===== src/rtl/sram_bridge.sv =====
module sram_bridge #(
  parameter logic [7:0] BASE       = 8'hF0,
  parameter int         ADDR_BYTES = 3
) (
  input  logic                    clk,
  input  logic                    rst,
  input  logic                    host_sel,
  input  logic [7:0]              host_addr,
  input  logic                    host_wr,
  input  logic                    host_rd,
  input  logic [7:0]              host_wdata,
  output logic [7:0]              host_rdata,
  input  logic                    e_phase,
  output logic                    snd_sel,
  output logic [ADDR_BYTES-1:0]   lat_en,
  output logic [8*ADDR_BYTES-1:0] sram_addr,
  output logic [7:0]              sram_wdata,
  input  logic [7:0]              sram_rdata,
  output logic                    sram_oe,
  output logic                    sram_we
);
  localparam int         AW        = 8 * ADDR_BYTES;
  localparam logic [7:0] OFS_DATA  = 8'(BASE + ADDR_BYTES);
  localparam logic [7:0] OFS_CTRL  = 8'(BASE + ADDR_BYTES + 1);

  logic [AW-1:0] addr_q;
  logic [AW-1:0] addr_inc;
  logic          inc_q;
  logic [7:0]    rd_mux;
  logic          wr_hit, rd_hit, dp_hit, step;

  assign wr_hit   = host_sel && host_wr;
  assign rd_hit   = host_sel && host_rd && !host_wr;
  assign snd_sel  = host_sel && (host_addr < BASE);
  assign dp_hit   = host_sel && e_phase && (host_addr == OFS_DATA);
  assign sram_we  = dp_hit && host_wr;
  assign sram_oe  = dp_hit && host_rd && !host_wr;
  assign step     = (sram_we || sram_oe) && inc_q;
  assign addr_inc = addr_q + AW'(1);

  assign sram_addr  = addr_q;
  assign sram_wdata = host_wdata;

  for (genvar i = 0; i < ADDR_BYTES; i++) begin : g_byte
    assign lat_en[i] = wr_hit && (host_addr == 8'(BASE + i));
    always_ff @(posedge clk) begin
      if (rst)            addr_q[8*i +: 8] <= '0;
      else if (lat_en[i]) addr_q[8*i +: 8] <= host_wdata;
      else if (step)      addr_q[8*i +: 8] <= addr_inc[8*i +: 8];
    end
  end

  always_ff @(posedge clk) begin
    if (rst)                                 inc_q <= 1'b0;
    else if (wr_hit && host_addr == OFS_CTRL) inc_q <= host_wdata[0];
  end

  always_comb begin
    rd_mux = 8'h00;
    for (int i = 0; i < ADDR_BYTES; i++)
      if (host_addr == 8'(BASE + i)) rd_mux = addr_q[8*i +: 8];
    if (host_addr == OFS_DATA) rd_mux = sram_oe ? sram_rdata : 8'h00;
    if (host_addr == OFS_CTRL) rd_mux = {7'd0, inc_q};
  end

  always_ff @(posedge clk) begin
    if (rst) host_rdata <= 8'h00;
    else     host_rdata <= rd_hit ? rd_mux : 8'h00;
  end

  AST_SEL_EXCL: assert property (@(posedge clk) disable iff (rst)
    !(snd_sel && (sram_oe || sram_we || (|lat_en))));
  AST_LAT_ONEHOT: assert property (@(posedge clk) disable iff (rst)
    $onehot0(lat_en));
  AST_NO_STROBE_E_LOW: assert property (@(posedge clk) disable iff (rst)
    !e_phase |-> !sram_oe && !sram_we);
  AST_ADDR_STEP: assert property (@(posedge clk) disable iff (rst)
    (sram_oe || sram_we) && inc_q |=> sram_addr == $past(sram_addr) + AW'(1));
  AST_ADDR_HOLD: assert property (@(posedge clk) disable iff (rst)
    !sram_oe && !sram_we && lat_en == '0 |=> $stable(sram_addr));
  AST_IDLE_RDATA: assert property (@(posedge clk) disable iff (rst)
    !host_rd |=> host_rdata == 8'h00);
endmodule


===== config.mk =====
export PLATFORM = sky130hd
export DESIGN_NAME = sram_bridge
export DESIGN_NICKNAME = d
export VERILOG_FILES = /design/src/rtl/sram_bridge.sv
export SDC_FILE = /design/constraint.sdc
export NUM_CORES = 1
export LEC_CHECK = 0
export BUFFER_PORTS_ARGS = -buffer_cell sky130_fd_sc_hd__buf_2
export CORE_MARGIN = 2
export CORE_UTILIZATION = 52
export DETAILED_ROUTE_END_ITERATION = 6
export HOLD_SLACK_MARGIN = 0.06
export PLACE_DENSITY = 0.83
export SYNTH_ARGS = -nofsm -noshare
export SYNTH_HDL_FRONTEND = slang
export SYNTH_SLANG_ARGS = --single-unit

===== constraint.sdc =====
create_clock -name clk -period 4.7 [get_ports clk]
set_input_delay 0.235 -clock clk [delete_from_list [all_inputs] [get_ports clk]]
set_output_delay 0.235 -clock clk [all_outputs]
set_load 0.03 [all_outputs]

==> results.json <==
{
  "root_buffer": "clkbuf_8",
  "synth_edf_count": 0,
  "grt_overflow_total": 0,
  "synth_ff_type": "dfxtp_1",
  "synth_top_area_share_pct": 30.2,
  "start_util_pct": 54.3,
  "port_buffers": 75,
  "grt_max_degree": 29,
  "max-cap-violations": 0,
  "drc_errors": 0,
  "track_usage_pct": 27.8,
  "cts.repair.resized": 0,
  "holdWs_ns": 0.167,
  "met1Wirelength_mm": 2.52,
  "grt_pass1_vias": 2024,
  "wl_mm": 6.21,
  "cts_tree": "yes",
  "wl_met3_um": 695,
  "setup_slack_ns": 2.41,
  "cts_setup_buffers": 0,
  "yosysMostFrequentCell": "dfxtp_1",
  "dp_hpwl_mm": 4.59,
  "max_freq_ghz": 0.436,
  "netlist_instances": 260,
  "cts_max_level": 2,
  "startpoint_type": "primary input",
  "synthToLayoutAreaGrowth_pct": 17.7,
  "irDropWorstVdd_v": 0.000111,
  "rows": 23,
  "setup_tns_ns": 0,
  "drive_gt1_share_pct": 31.7,
  "cp_max_fo": 15,
  "avgRoutedWirePerCell_um": 16.7,
  "cp.arrival_ns": 2.06,
  "detail-route-antenna-nets": 0,
  "ys_ff_latch": 33,
  "io_pins": 76,
  "syn_avg_cell_area_um2": 8.42,
  "synth_top_cell_by_area": "dfxtp_1",
  "path_class": "primary input to output port",
  "cts-hold-fix-buffers": 0,
  "synthTopCellsByCount": "dfxtp_1 (33), nand2_1 (26), nor2_1 (26)",
  "drt-initial-drc-count": 216,
  "clock_path_buffers": 2,
  "syn-cell-area_mm2": 0.00219,
  "core_area_mm2": 0.00403,
  "dr_wl_met2_mm": 2.92,
  "grt_pass1_wl_mm": 9.71,
  "syn-num-nets": 291,
  "gp_congestion": 1.01,
  "synth.distinct_cells": 51,
  "required_ns": 4.47,
  "cts_buffers": 5,
  "dr_total_vias": 2305,
  "synthArstFlopShare_pct": 0,
  "die_h_um": 68.9,
  "vias_per_cell": 6.20,
  "max-slew-margin-rel_pct": 38.0,
  "hold_path_class": "primary input to flip-flop",
  "path_clk_slew_ns": 0.06,
  "setup_viol": 0,
  "finalHoldViolations": 0,
  "rsz0062_at_grt": "false",
  "min_period_ns": 2.29,
  "clk_latency_ns": 0.29,
  "p_leak_nw": 1.07,
  "slew_viol_final": 0,
  "netlist_top_cells_area": "dfxtp_1 (30%), mux2i_1 (5.0%), a211oi_2 (4.6%)",
  "drtPass1Iterations": 6,
  "layout.nets": 353,
  "worstSetupEndpointType": "output port",
  "tightest_slew_ns": 0.920,
  "dieArea_mm2": 0.00475,
  "fin_crit_sh_pct": 48.8,
  "topRoutingLayerUsed": "met4",
  "finClkSkew_ns": 0.00392,
  "power.density_mw_per_mm2": 213,
  "cts.sink_count": 33,
  "diodes": 0,
  "antenna_found_initial": 0,
  "synth_warnings": 0,
  "yosysSeqAreaShare_pct": 30.2,
  "die_x_um": 68.9,
  "post-place-ws_ns": 2.43,
  "status": "completed"
}
## layout make-up
class                   count  area, um^2
clock buffers               7        86.3
fillers                   371        1450
inverters                   3        12.5
multi-input cells         204        1380
flip-flops and latches     33         661
well taps                  50        62.6
repair buffers             75         375
## cell usage in the layout, fill, tap and decap left out, drive strengths merged, types with 4 or more instances in the layout
master,count
and3,5
clkbuf,7
xnor2,4
nand4,14
nand2,27
nand3,11
and2,4
nor3,8
a31oi,5
nor2,27
a211oi,15
dfxtp,33
xor2,5
a22o,7
a21oi,6
and4,5
buf,75
nor4,7
or4,4
mux2i,11
o21ai,14
## worst max-delay path, stage by stage
cell	delay (ns)
buf_2	0.22
nor2b_1	0.47
or4b_2	0.80
clkinv_2	0.13
buf_2	0.20
## power breakdown
part | leakage [nW] | switching, mW | internal (mW)
logic | 0.756 | 0.0364 | 0.0177
registers | 0.266 | 0.000377 | 0.280
clock network | 0.0443 | 0.0988 | 0.116
total | 1.07 | 0.136 | 0.414
## metrics by stage
| step | area (um^2) | cells | utilization (%) | power (mW) |
|---|---|---|---|---|
| 3_3_place_gp | 2490 | 365 | 61.8 | 0.340 |
| 3_5_place_dp | 2490 | 365 | 61.8 | 0.340 |
| 5_1_grt | 2580 | 372 | 64.0 | 0.569 |
| 2_1_floorplan | 2190 | 260 | - | 0.319 |
| 4_1_cts | 2580 | 372 | 64.0 | 0.551 |
| 6_report | 2580 | 372 | 64.0 | 0.549 |
## layer usage
layer / GRT usage (%) / up-vias
li1: - / 1094
met1: 36.4 / 1050
met2: 44.6 / 152
met3: 5.84 / 9
met4: 10.8 / 0
met5: 0 / -
## registers in the layout (all words and copies together), names as in the netlist
register	cells
sram_addr	24
host_rdata	8
inc_q	1
## worst paths after layout
kind                 start       endpoint  slack, ns  depth (start not counted)
max           host_addr[1]      lat_en[2]       2.41                          5
min          sram_rdata[2]  host_rdata[2]       0.17                          2
min reg2reg          inc_q          inc_q       0.54                          2
max reg2reg   sram_addr[3]  sram_addr[17]       2.59                          5
## cells by family (layout without fill, tap and decap cells)
group | Yosys count | count (layout) | share of synthesized area, %
buffers and inverters | 23 | 85 | 6.80
XOR/XNOR | 9 | 9 | 3.60
adder cells (fa/ha/maj) | 1 | 1 | 0.571
AO/OA/AOI/OAI | 57 | 57 | 19.8
AND/OR/NAND/NOR | 126 | 126 | 34.1
multiplexers | 11 | 11 | 5.03
flip-flops | 33 | 33 | 30.2
Note: power is estimated with default switching activity, not from simulation.
